## config.mk

```make
export PLATFORM = sky130hd
export DESIGN_NAME = rnb_mult
export DESIGN_NICKNAME = d
export VERILOG_FILES = /design/src/rtl/rnb_pkg.sv /design/src/rtl/rnb_breg.sv /design/src/rtl/rnb_ctrl.sv /design/src/rtl/rnb_acc_array.sv /design/src/rtl/rnb_mult.sv
export SDC_FILE = /design/constraint.sdc
export NUM_CORES = 1
export LEC_CHECK = 0
export ABC_AREA = 1
export BUFFER_PORTS_ARGS = -buffer_cell sky130_fd_sc_hd__buf_4
export CAP_MARGIN = 20
export CORE_ASPECT_RATIO = 1.2
export CORE_MARGIN = 1
export CORE_UTILIZATION = 27
export DETAILED_ROUTE_END_ITERATION = 8
export GPL_TIMING_DRIVEN = 0
export HOLD_SLACK_MARGIN = 0.12
export PLACE_DENSITY = 0.52
export SLEW_MARGIN = 5
export SYNTH_ARGS = -nofsm -noshare
export SYNTH_HDL_FRONTEND = slang
export SYNTH_SLANG_ARGS = --single-unit
```

## constraint.sdc

```tcl
create_clock -name clk -period 1.3 [get_ports clk]
set_clock_uncertainty 0.2 [all_clocks]
set_input_delay 0.13 -clock clk [delete_from_list [all_inputs] [get_ports clk]]
set_output_delay 0.13 -clock clk [all_outputs]
set_load 0.005 [all_outputs]
```

## src/rtl/rnb_pkg.sv

```systemverilog
package rnb_pkg;

   // non-negative residue of x modulo p
   function automatic int pos_mod(input int x, input int p);
      int r;
      r = x % p;
      if (r < 0) r = r + p;
      return r;
   endfunction

   // fold an arbitrary index onto 0..m
   function automatic int fold_idx(input int x, input int m);
      int r;
      r = pos_mod(x, 2 * m + 1);
      return (r <= m) ? r : (2 * m + 1 - r);
   endfunction

   function automatic bit is_prime(input int n);
      bit ok;
      ok = (n >= 2);
      for (int q = 2; q * q <= n; q++) begin
         if (n % q == 0) ok = 1'b0;
      end
      return ok;
   endfunction

   // register position feeding the rising-index term of output i, word k
   function automatic int tap_up(input int i, input int k, input int w, input int m);
      return pos_mod(i + k * w + 1, 2 * m + 1);
   endfunction

   // register position feeding the falling-index term of output i, word k
   function automatic int tap_dn(input int i, input int k, input int w, input int m);
      return pos_mod(k * w + 1 - i, 2 * m + 1);
   endfunction

endpackage

```

## src/rtl/rnb_breg.sv

```systemverilog
module rnb_breg #(
   parameter int M = 11,
   localparam int P = 2 * M + 1
) (
   input  logic         clk,
   input  logic         rst_n,
   input  logic         load,
   input  logic         shift,
   input  logic [M:1]   b_in,
   output logic [P-1:0] r_q
);

   logic [P-1:0] ld_val;

   // position j holds b_s(j); position 0 maps to b_0 which is zero
   for (genvar j = 0; j < P; j++) begin : g_pos
      localparam int SJ = rnb_pkg::fold_idx(j, M);
      if (SJ == 0) begin : g_zero
         assign ld_val[j] = 1'b0;
      end else begin : g_bit
         assign ld_val[j] = b_in[SJ];
      end
   end

   always_ff @(posedge clk or negedge rst_n) begin
      if (!rst_n) begin
         r_q <= '0;
      end else if (load) begin
         r_q <= ld_val;
      end else if (shift) begin
         // after r shifts, position j holds b_s(j + r)
         r_q <= {r_q[0], r_q[P-1:1]};
      end
   end

endmodule

```

## src/rtl/rnb_ctrl.sv

```systemverilog
module rnb_ctrl #(
   parameter int W = 4,
   localparam int SW = $clog2(W + 1)
) (
   input  logic          clk,
   input  logic          rst_n,
   input  logic          start,
   output logic          busy,
   output logic [SW-1:0] step,
   output logic          done
);

   localparam logic [SW-1:0] LAST = SW'(W);

   always_ff @(posedge clk or negedge rst_n) begin
      if (!rst_n) begin
         busy <= 1'b0;
         step <= '0;
         done <= 1'b0;
      end else if (start) begin
         busy <= 1'b1;
         step <= SW'(1);
         done <= 1'b0;
      end else if (busy) begin
         if (step == LAST) begin
            busy <= 1'b0;
            done <= 1'b1;
         end else begin
            step <= step + SW'(1);
         end
      end
   end

endmodule

```

## src/rtl/rnb_acc_array.sv

```systemverilog
module rnb_acc_array #(
   parameter int M       = 11,
   parameter int W       = 4,
   parameter int VARIANT = 0,
   localparam int D  = (M + W - 1) / W,
   localparam int P  = 2 * M + 1,
   localparam int SW = $clog2(W + 1)
) (
   input  logic          clk,
   input  logic          rst_n,
   input  logic          clr,
   input  logic          en,
   input  logic [SW-1:0] step,
   input  logic [D-1:0]  a_bits,
   input  logic [P-1:0]  r_q,
   output logic [M:1]    c
);

   logic [D-1:0] a_eff;

   // coefficient index k*W+step beyond M contributes nothing
   for (genvar k = 0; k < D; k++) begin : g_amask
      assign a_eff[k] = a_bits[k] && ((k * W + int'(step)) <= M);
   end

   if (VARIANT == 0) begin : g_split
      for (genvar i = 1; i <= M; i++) begin : g_bit
         logic [D-1:0] t_up, t_dn;
         logic [D-1:0] acc_up, acc_dn;
         for (genvar k = 0; k < D; k++) begin : g_word
            localparam int PU = rnb_pkg::tap_up(i, k, W, M);
            localparam int PD = rnb_pkg::tap_dn(i, k, W, M);
            assign t_up[k] = a_eff[k] & r_q[PU];
            assign t_dn[k] = a_eff[k] & r_q[PD];
         end
         always_ff @(posedge clk or negedge rst_n) begin
            if (!rst_n) begin
               acc_up <= '0;
               acc_dn <= '0;
            end else if (clr) begin
               acc_up <= '0;
               acc_dn <= '0;
            end else if (en) begin
               acc_up <= acc_up ^ t_up;
               acc_dn <= acc_dn ^ t_dn;
            end
         end
         assign c[i] = (^acc_up) ^ (^acc_dn);
      end
   end else begin : g_merged
      for (genvar i = 1; i <= M; i++) begin : g_bit
         logic [D-1:0] t_sum;
         logic [D-1:0] acc;
         for (genvar k = 0; k < D; k++) begin : g_word
            localparam int PU = rnb_pkg::tap_up(i, k, W, M);
            localparam int PD = rnb_pkg::tap_dn(i, k, W, M);
            assign t_sum[k] = a_eff[k] & (r_q[PU] ^ r_q[PD]);
         end
         always_ff @(posedge clk or negedge rst_n) begin
            if (!rst_n) begin
               acc <= '0;
            end else if (clr) begin
               acc <= '0;
            end else if (en) begin
               acc <= acc ^ t_sum;
            end
         end
         assign c[i] = ^acc;
      end
   end

endmodule

```

## src/rtl/rnb_mult.sv

```systemverilog
module rnb_mult #(
   parameter int M       = 11,
   parameter int W       = 4,
   parameter int VARIANT = 0,
   localparam int D  = (M + W - 1) / W,
   localparam int P  = 2 * M + 1,
   localparam int SW = $clog2(W + 1)
) (
   input  logic         clk,
   input  logic         rst_n,
   input  logic         start,
   input  logic [D-1:0] a_bits,
   input  logic [M:1]   b_load,
   output logic         done,
   output logic [M:1]   c
);

   if (M < 2) begin : g_chk_m
      $error("rnb_mult: M must be at least 2");
   end
   if (!rnb_pkg::is_prime(P)) begin : g_chk_p
      $error("rnb_mult: 2*M+1 must be prime");
   end
   if (W < 1 || W > M) begin : g_chk_w
      $error("rnb_mult: W must lie in 1..M");
   end
   if (VARIANT != 0 && VARIANT != 1) begin : g_chk_v
      $error("rnb_mult: VARIANT must be 0 or 1");
   end

   logic          busy;
   logic [SW-1:0] step;
   logic [P-1:0]  r_q;

   rnb_ctrl #(.W(W)) u_ctrl (
      .clk   (clk),
      .rst_n (rst_n),
      .start (start),
      .busy  (busy),
      .step  (step),
      .done  (done)
   );

   rnb_breg #(.M(M)) u_breg (
      .clk   (clk),
      .rst_n (rst_n),
      .load  (start),
      .shift (busy && !start),
      .b_in  (b_load),
      .r_q   (r_q)
   );

   rnb_acc_array #(.M(M), .W(W), .VARIANT(VARIANT)) u_acc (
      .clk    (clk),
      .rst_n  (rst_n),
      .clr    (start),
      .en     (busy && !start),
      .step   (step),
      .a_bits (a_bits),
      .r_q    (r_q),
      .c      (c)
   );

endmodule

```

# ---- Word-level counts from Yosys, hierarchy flattened
# Cells that the tools add are included.
dict set report word_totals {
  reg_bits 94
  in_bits 17
  out_inout_bits 12
  word_cells 220
}
dict set report classes {
  n_addsub 3
  order_cmp 3
  eq_ne 2
  n_mux 55
  n_bitwise 99
  n_reduce_logical 32
}
# cell count
set ops {}
lappend ops {{3-bit two-way mux} 47}
lappend ops {{1-bit AND} 66}
lappend ops {{3-bit parity} 22}
lappend ops {{3-bit XOR} 22}
lappend ops {{32-bit by 5-bit <= comparator with 1-bit output, second input constant} 2}
lappend ops {{23-bit two-way mux} 2}
lappend ops {{1-bit XOR} 11}
lappend ops {{1-bit two-way mux} 6}
lappend ops {{2-bit nonzero test} 3}
lappend ops {{4-bit by 3-bit adder with 5-bit output, first input constant} 1}
lappend ops {{3-bit by 3-bit adder with 4-bit output, first input constant} 1}
lappend ops {{3-bit by 4-bit <= comparator with 1-bit output, second input constant} 1}
lappend ops {{1-bit logical AND} 4}
lappend ops {{2-bit AND reduction} 2}
lappend ops {{3-bit by 1-bit adder with 3-bit output, second input constant} 1}
lappend ops {{3-bit equality test, second input constant} 1}
lappend ops {{2-bit inequality test, second input constant} 1}
lappend ops {{1-bit zero test} 1}

# ---- Logic depth before layout (Yosys ltp)
# Gate-level depths: netlist of the first run.
dict set report logic_depth {
  ltp_word 7
  ltp_mapped 8
  mapped_depth_nobuf 8
}

# ---- Hierarchy
# A second synthesis of the first run with hierarchy kept.
dict set report unflattened {
  cells_unflattened 873
  hier_area_um2 5689.2
}
# module n_inst cells_per_inst area_per_inst_um2 seq_area_each_um2
set modules_own_cells {}
lappend modules_own_cells {rnb_acc_array 1 728 4401.7 1651.6}
lappend modules_own_cells {rnb_breg 1 112 1019.7 575.6}
lappend modules_own_cells {rnb_ctrl 1 31 257.7 125.1}
lappend modules_own_cells {rnb_mult 1 2 10.0 0.0}

# ---- Least setup slack after synthesis of the first run
# No wires, ideal clock.
dict set report synth_path {
  kind {register to register}
  from {register u_ctrl.busy}
  to {register u_breg.r_q[10]}
  setup_time_ns 0.131
  arrival_time_ns 1.022
  required_ns 0.969
  setup_slack_ns -0.053
  stages_incl_launch_ff 6
  path_buffers 2
  synth_period_minus_slack_ns 1.353
  cell_sequence {dfrtp_1 inv_2 nand2_2 buf_2 buf_2 o211ai_1}
}
dict set report synth_via {
  elab_chain_len 2
}
# item line_no
set synth_rtl {}
lappend synth_rtl {{start: declaration} rnb_ctrl.sv:8} ;# output logic busy,
lappend synth_rtl {{start signal: assignment} rnb_ctrl.sv:17} ;# busy <= 1'b0;
lappend synth_rtl {{start signal: assignment} rnb_ctrl.sv:21} ;# busy <= 1'b1;
lappend synth_rtl {{start signal: assignment} rnb_ctrl.sv:26} ;# busy <= 1'b0;
lappend synth_rtl {{1-bit logical AND} rnb_mult.sv:48} ;# .shift (busy && !start),
lappend synth_rtl {{2-bit nonzero test (no line)} --}
lappend synth_rtl {{end signal: assignment} rnb_breg.sv:29} ;# r_q <= ld_val;
lappend synth_rtl {{end signal: assignment} rnb_breg.sv:32} ;# r_q <= {r_q[0], r_q[P-1:1]};
lappend synth_rtl {{end: declaration} rnb_breg.sv:10} ;# output logic [P-1:0] r_q
# Every way passes these cells.
# A chain may end at the register's enable or synchronous reset.

# ---- Final worst setup path of the first run
dict set report layout_path {
  from {register u_acc.g_split.g_bit[4].acc_up[1]}
  to {output port c[4] (netlist bit)}
}
dict set report layout_via {
  elab_chain_len 2
}
# item line_no
set layout_rtl {}
lappend layout_rtl {{start: declaration} rnb_acc_array.sv:29} ;# logic [D-1:0] acc_up, acc_dn;
lappend layout_rtl {{start signal: assignment} rnb_acc_array.sv:44} ;# acc_up <= acc_up ^ t_up;
lappend layout_rtl {{3-bit parity} rnb_acc_array.sv:48} ;# assign c[i] = (^acc_up) ^ (^acc_dn);
lappend layout_rtl {{1-bit XOR} rnb_acc_array.sv:48}
lappend layout_rtl {{end: declaration} rnb_mult.sv:15} ;# output logic [M:1] c
# Every way passes these cells.

==> out/results.txt, run 1 <==
Layout Nets: 957
Initial DRT Pass Iterations: 5
Top-Level Pins: 29
Synth cell types: 23
die area: 0.0209 mm^2
first-pass GRT wire length: 30700 um
synthesis-stage register bit count: 94
Hold Slack: -369 ps
fin worst setup slack: -399 ps
Synth top area share: 42.9%
die span in x: 132 um
largest net degree at the start of global routing: 50
routed wire length: 20100 um
Bufs on Longest Clock Path: 2
met2 routed WL: 9580 um
hold_buf cts: 14
slowest CP cell: dfrtp_1
Synth Area in Compound Gates: 9.65%
Final period util: 131%
DP Worst Slack: -391 ps
M1 wire length: 8370 um
htree depth: 3
setup TNS: -24840 ps
Bufs and invs on worst path: 3
Post-DP HPWL: 12400 um
endpoints failing setup: 103
Placement Rows: 56
Pleak: 0.00403 uW
Synthesis Warnings: 0
Initial Utilization: 27.8%
CTS Buf Count: 9
Tmin final: 1700 ps
Worst path top cell family by delay: flip-flops
placed cell area: 0.00607 mm^2
Slew Limit Fails: 0
cells after synthesis: 816
Worst slew margin: 52.0%
wire length per cell: 16.7 um
clock transition at the registers of the reported paths: 60 ps
clk root buf: clkbuf_16
Total Power: 9820 uW
top post-synthesis cells by area: dfrtp_1 (43%), nand2_1 (18%), inv_1 (10%), nand3_1 (9.1%), nor2_1 (5.8%)
detailed-route DRC error count: 0
grt ovf: 0
Detailed Route Iter0 Violations: 403
Fin. Hold Viols: 48
Clock Sinks: 94
register area share after synthesis: 42.9%
via-per-instance ratio: 4.87
chip height: 158 um
f_max: 0.588 GHz
Post-synth EDFFs: 0
Post-Synth Simple-Gate Area: 34.2%
routability congestion estimate: 0.782
critical path data required time: 970 ps
number of buffers added on ports: 28
share of cells above drive strength 1: 38.4%
largest family of logic cells by synthesized area: simple AND/OR/NAND/NOR gates
Vias: 5864
outcome: complete, but fails checks
synthesized cell area: 0.00549 mm^2
max cap viols: 0
Crit. End Element: output pin
Synth Flop Type: dfrtp_1
XOR/XNOR share of the synthesized area: 0.160%
top layer in use: met4
register-to-register setup slack: -310 ps
Layout fillers: 1998
Max FO, Critical Path: 3
startpoint types: flop
RSZ-0062 raised after global routing: true
final instance area: 0.00838 mm^2
Total GRT Usage: 19.6%
Worst-Skew Late Latency: 350 ps
cell taking the most area after synthesis: dfrtp_1
Setup Crit Path Kind: flop to output pin
initial antenna violation count: 0
ANT cells: 0
Final ANT Viol Nets: 0
syn avg cell area: 6.72 um^2
Synth async-reset ratio: 100%
VDD IR max: 0.596 mV
PD cells: 1170 mW/mm^2
worst hold path class: input port to async pin
CP peak stage delay: 410 ps
most used cell, CP: nand2_1
slew of the pin with the lowest slew margin: 721 ps
CTS tree: yes
vias in the first global route: 5382
failing checks: hold timing, setup timing
area delta synth->final: 52.8%
area of the core: 0.0198 mm^2
mux cell area share after synthesis: 0%
met3 routed WL: 1020 um
crit-path cells: inv_2 -> nand2_2 -> nand2_1 -> nand2_1 -> nand2_2 -> inv_1 -> nand2_1 -> nand2_1 -> buf_4
syn_nets: 835
CP arrival: 1370 ps
post-synthesis adder-cell area fraction: 0.456%
==> stage by stage <==
stage               util, %  cells
floorplan                 -    816
global placement       30.6   1105
detailed placement     30.7   1106
CTS                    38.9   1183
global route           42.4   1203
finish                 42.4   1203
==> sequential cells by signal (all words and copies together), names as in the netlist <==
name / count
u_ctrl.step: 3
u_ctrl.busy: 1
u_acc.g_split.g_bit.acc_up: 33
u_ctrl.done: 1
u_acc.g_split.g_bit.acc_dn: 33
u_breg.r_q: 23
==> cell usage in the layout (no fill, tap or decap), types with 4 or more instances in the layout <==
| master | n |
|---|---|
| nand2_1 | 194 |
| inv_1 | 116 |
| dfrtp_1 | 92 |
| nor2_1 | 69 |
| nand3_2 | 61 |
| buf_4 | 59 |
| nand2_2 | 58 |
| nand3_1 | 39 |
| inv_2 | 31 |
| buf_6 | 27 |
| o21ai_1 | 24 |
| nor2_4 | 18 |
| o21ai_2 | 16 |
| clkbuf_16 | 13 |
| dlygate4sd3_1 | 13 |
| buf_8 | 12 |
| a21oi_2 | 12 |
| o211ai_1 | 10 |
| buf_12 | 9 |
| o221ai_2 | 9 |
| buf_2 | 8 |
| nand4_1 | 8 |
| a31oi_4 | 5 |
| clkbuf_8 | 5 |
| nand2_4 | 4 |
| clkbuf_1 | 4 |
==> power by group <==
group | leakage [uW] | internal [uW] | switching, uW | total (uW)
combinational | 0.00267 | 1540 | 1940 | 3490
sequential | 0.00122 | 3240 | 446 | 3690
clock | 0.000142 | 1500 | 1140 | 2650
==> layout make-up <==
| type | count | area [um^2] | share of cell area [%] |
|---|---|---|---|
| multi-input combinational | 547 | 3370 | 40.2 |
| buffer | 25 | 269 | 3.21 |
| sequential | 94 | 2350 | 28.1 |
| clock buffer | 15 | 288 | 3.43 |
| tap | 261 | 327 | 3.90 |
| inverter | 148 | 559 | 6.67 |
| timing repair buffer | 113 | 1210 | 14.5 |
==> cells in the mapped netlist, types with 4 or more instances <==
master / instances
a31oi_1: 8
nand4_1: 8
nand2_1: 256
o221ai_1: 12
nand3_1: 100
o211ai_1: 10
o21ai_0: 13
o21ai_1: 30
a21oi_1: 14
inv_1: 146
dfrtp_1: 94
nor2_1: 85
buf_2: 22
clkbuf_1: 4
==> cell families after synthesis <==
| family | count (synthesis) |
|---|---|
| buffers and inverters | 175 |
| xor gates and xnor gates | 1 |
| AOI/OAI and AO/OA | 89 |
| DFF | 94 |
| adders and majority gates | 2 |
| and+or+nand+nor | 455 |
==> worst register-to-register path, delay by kind of cell, from the launching register on <==
family | cells | cell delay [ps]
flops | 1 | 450
buf+inv | 2 | 320
simple gates | 5 | 530
==> worst paths after layout <==
| path | from | to | depth (start not counted) |
|---|---|---|---|
| hold reg to reg | u_ctrl.done | u_ctrl.done | 1 |
| hold / removal | rst_n | u_acc.g_split.g_bit[9].acc_up[1] | 1 |
| setup reg to reg | u_ctrl.busy | u_acc.g_split.g_bit[8].acc_up[0] | 7 |
| setup / recovery | u_acc.g_split.g_bit[4].acc_up[1] | c[4] | 9 |
| min in group clk | a_bits[1] | u_acc.g_split.g_bit[9].acc_dn[1] | 5 |
| max in group asynchronous | rst_n | u_breg.r_q[20] | 2 |
==> what timing repair did <==
item	CTS	global route
pin swaps	64	86
endpoints found under the setup margin	102	104
endpoints found under the hold margin	78	53
cloned	7	3
gates resized for setup	178	177
buffers inserted	41	31
==> routing by layer <==
metal	vias to the layer above	GRT usage [%]
met5	-	0
met1	2786	24.4
met4	0	10.1
li1	2818	-
met3	71	3.11
met2	189	32.8
No activity file was read; power rests on OpenSTA's default activity.
==> inputs of run 2 (changes only) <==
PLACE_DENSITY = default   (was 0.52)
clock period = 2.1 ns   (was 1.3 ns; I/O delays follow)
==> out/results.txt, run 2 (synthesis gave the netlist of run 1 again) <==
hold_buf cts: 16
largest net degree at the start of global routing: 63
Post-DP HPWL: 12100 um
grt ovf: 0
Final period util: 91.0%
ANT cells: 0
most common library cell in the layout ignoring fill and taps: nand2_1
PD cells: 812 mW/mm^2
Worst slew margin: 56.8%
first-pass GRT wire length: 27000 um
detailed-route DRC error count: 0
Tmin final: 1910 ps
CTS tree: yes
Max FO, Critical Path: 10
outcome: finished, final reports clean
f_max: 0.523 GHz
VDD IR max: 0.386 mV
Worst-Skew Late Latency: 350 ps
Vias: 5324
met1 Usage GRT: 20.8%
biggest registers after layout: u_acc.g_split.g_bit.acc_dn x33, u_acc.g_split.g_bit.acc_up x33, u_breg.r_q x23
setup TNS: 0 ps
Crit. End Element: flop
Post-CTS Setup Bufs: 0
most frequent cells in the layout: nand2_1 (256), inv_1 (146), nand3_1 (100)
endpoints failing setup: 0
Bufs on Longest Clock Path: 2
number of buffers added on ports: 28
die area: 0.0209 mm^2
global routing usage on met2: 30.3%
Clock Sinks: 94
post_cts resized: 0
vias in the first global route: 4863
clk root buf: clkbuf_16
die span in x: 132 um
Layout Nets: 891
initial antenna violation count: 0
CP arrival: 1950 ps
worst hold path class: input port to async pin
Initial Utilization: 27.8%
max cap viols: 0
startpoint types: input port
register area: 0.00235 mm^2
Slew Limit Fails: 0
multi-input logic area: 0.00244 mm^2
Setup Crit Path Kind: input port to flop
fin worst setup slack: 189 ps
critical path data required time: 2140 ps
share of cells above drive strength 1: 8.46%
wire length per cell: 14.9 um
area delta synth->final: 18.5%
Layout fillers: 2177
htree depth: 3
slew of the pin with the lowest slew margin: 648 ps
Total GRT Usage: 17.0%
Detailed Route Iter0 Violations: 442
Final ANT Viol Nets: 0
Pleak: 0.00340 uW
Top Usage Layer GRT: met2
via-per-instance ratio: 4.69
met3 Track Usage GR: 2.47%
RSZ-0062 raised after global routing: false
DP Worst Slack: 282 ps
Placement Rows: 56
Top-Level Pins: 29
clock transition at the registers of the reported paths: 70 ps
Fin. Hold Viols: 0
Initial DRT Pass Iterations: 5
CTS Buf Count: 9
routed wire length: 17000 um
area of the core: 0.0198 mm^2
routability congestion estimate: 0.816
chip height: 158 um
==> run 2: area by class of cell <==
cell class | count | area share [%]
multi-input cells | 547 | 37.6
flip-flops and latches | 94 | 36.2
inverters | 148 | 8.55
repair buffers | 45 | 6.12
well taps | 261 | 5.03
clock buffers | 10 | 3.68
plain buffers | 27 | 2.10
clock inverters | 4 | 0.751
==> run 2: final timing paths <==
kind                              from                               end  slack [ps]  cells past startpoint
max                          a_bits[1]  u_acc.g_split.g_bit[8].acc_up[1]         190                      8
min                              rst_n  u_acc.g_split.g_bit[9].acc_up[1]         160                      2
max reg2reg                u_ctrl.busy  u_acc.g_split.g_bit[8].acc_up[1]         260                      6
min reg2reg                u_ctrl.done                       u_ctrl.done         310                      1
max in group asynchronous        rst_n  u_acc.g_split.g_bit[2].acc_up[2]         840                      3
min in group clk             a_bits[2]  u_acc.g_split.g_bit[2].acc_dn[2]         200                      6
==> run 2: stage by stage <==
| stage | hold slack [ps] | utilization [%] | instances | total power [uW] | instance area, um^2 |
|---|---|---|---|---|---|
| after CTS | 190 | 32.9 | 1136 | 5290 | 6500 |
| after global routing | 207 | 32.9 | 1136 | 5600 | 6500 |
| after floorplan | -286 | - | 816 | 3080 | 5490 |
| after detailed placement | 10.7 | 30.6 | 1106 | 3630 | 6050 |
| after global placement | 267 | 30.5 | 1105 | 3600 | 6020 |
| final | 165 | 32.9 | 1136 | 5280 | 6500 |
==> run 2: routing by layer <==
layer	wire [um]	vias up
met5	0	-
met4	427	0
met3	901	25
met2	8330	166
met1	7310	2468
li1	-	2665
==> run 2: where the power goes <==
group	total [uW]	switching (uW)	internal [uW]
Combinational	1400	879	520
Clock	1660	714	941
Sequential	2220	217	2010
Total	5280	1810	3470
==> run 2: critical path: stages <==
cell and delay, ps:
dlygate4sd3_1 520, buf_4 170, inv_1 80, nor2_4 310
buf_2 390, nand3_1 120, nand2_1 70, nor2_1 60
==> inputs of run 3 (changes only) <==
CORE_MARGIN = 1.5   (was 1)
==> out/results.txt, run 3 (synthesis gave the netlist of run 1 again) <==
Final Util: 33.2%
CP arrival: 1920 ps
routability congestion estimate: 0.853
Slew Limit Fails: 0
die span in x: 133 um
wire length per cell: 14.9 um
Crit. End Element: flop
CTS Buf Count: 9
slowest CP cell: dlygate4sd3_1
Fin. Hold Viols: 0
Switch Pwr: 1850 uW
endpoints failing setup: 0
htree depth: 3
grt ovf: 0
VDD IR max: 0.404 mV
first-pass GRT wire length: 27300 um
critical path data required time: 2150 ps
area of the core: 0.0198 mm^2
via-per-instance ratio: 4.74
clk root buf: clkbuf_16
Top-Level Pins: 29
most frequent cells in the layout: nand2_1 (256), inv_1 (146), nand3_1 (100)
clock transition at the registers of the reported paths: 70 ps
Worst slew margin: 60.2%
register-to-register setup slack: 260 ps
initial antenna violation count: 0
Bufs on Longest Clock Path: 2
vias in the first global route: 4882
Layout Nets: 890
outcome: finished, final reports clean
Initial DRT Pass Iterations: 5
power share of the clock group: 36.0%
biggest registers after layout: u_acc.g_split.g_bit.acc_dn x33, u_acc.g_split.g_bit.acc_up x33, u_breg.r_q x23
startpoint types: input port
Worst-Skew Late Latency: 360 ps
slew of the pin with the lowest slew margin: 597 ps
largest net degree at the start of global routing: 66
Total GRT Usage: 16.6%
Hold Slack: 150 ps
Pleak: 0.00343 uW
Tmin final: 1870 ps
crit-path cells: dlygate4sd3_1 -> buf_4 -> inv_1 -> nor2_4 -> buf_2 -> nand3_1 -> nand2_1 -> nor2_1
Setup Crit Path Kind: input port to flop
Final period util: 89.0%
reg2reg start: u_ctrl.busy
Int Pwr: 3810 uW
f_max: 0.535 GHz
Final ANT Viol Nets: 0
routed wire length: 17000 um
max cap viols: 0
CTS tree: yes
CP peak stage delay: 520 ps
most common library cell in the layout ignoring fill and taps: nand2_1
area delta synth->final: 19.6%
RSZ-0062 raised after global routing: false
Layout fillers: 2145
chip height: 159 um
die area: 0.0212 mm^2
share of cells above drive strength 1: 8.56%
Max FO, Critical Path: 10
Initial Utilization: 27.8%
detailed-route DRC error count: 0
setup TNS: 0 ps
Placement Rows: 56
number of buffers added on ports: 28
Vias: 5391
ANT cells: 0
PD cells: 862 mW/mm^2
Post-CTS Setup Bufs: 0
Sw Share: 32.6%
Crit. Startpoint: a_bits[1]
sequential share of power: 39.4%
logic gate share of total power: 24.7%
Detailed Route Iter0 Violations: 556
Clock Sinks: 94
Post-DP HPWL: 12000 um
worst hold path class: input port to async pin
## run 3: final cells by class
| cell class | instances | area (um^2) | area share (%) |
|---|---|---|---|
| plain buffers | 27 | 136 | 2.08 |
| clock inverters | 6 | 134 | 2.04 |
| clock buffers | 10 | 229 | 3.49 |
| inverters | 148 | 556 | 8.47 |
| flip-flops and latches | 94 | 2350 | 35.8 |
| well taps | 261 | 327 | 4.98 |
| multi-input cells | 547 | 2440 | 37.2 |
| repair buffers | 44 | 388 | 5.91 |
## run 3: power by group through the flow
| stage | logic, uW | registers [uW] | clock network [uW] |
|---|---|---|---|
| after floorplan | 903 | 2180 | 0 |
| after CTS | 1400 | 2220 | 2040 |
| after global routing | 1590 | 2250 | 2100 |
| after detailed placement | 1380 | 2250 | 0 |
| final | 1400 | 2230 | 2040 |
| after global placement | 1350 | 2250 | 0 |
## run 3: critical path: cells and delay by family
kind,cells,cell delay [ps]
buffers and inverters,4,1160
AND/OR/NAND/NOR,4,520
## run 3: layer usage
metal	up-vias	track usage [%]	routed length, um	part of all wire (%)
li1	2662	-	-	-
met1	2509	21.5	7490	44
met2	181	27.5	8100	48
met3	39	2.83	924	5.4
met4	0	6.67	480	2.8
met5	-	0	0	0
## run 3: what timing repair did
item,in CTS,in global routing
hold endpoints to repair,123,0
resized for setup,0,0
hold buffers,15,0
## run 3: stage by stage
step           instance area (um^2)  worst slack [ps]  instances  total power, uW
6_report                       6560               231       1137             5660
5_1_grt                        6560               119       1137             5950
4_1_cts                        6560               242       1137             5660
3_5_place_dp                   6050               317       1106             3630
3_3_place_gp                   6020               293       1105             3600
2_1_floorplan                  5490               747        816             3080
## run 3: path summary, 6_finish.rpt
kind | endpoint | cells past startpoint
min in group clk | u_acc.g_split.g_bit[1].acc_dn[2] | 6
max | u_acc.g_split.g_bit[8].acc_dn[1] | 8
max in group asynchronous | u_acc.g_split.g_bit[11].acc_up[2] | 3
min reg2reg | u_ctrl.done | 1
max reg2reg | u_breg.r_q[18] | 5
min | u_acc.g_split.g_bit[2].acc_up[1] | 2
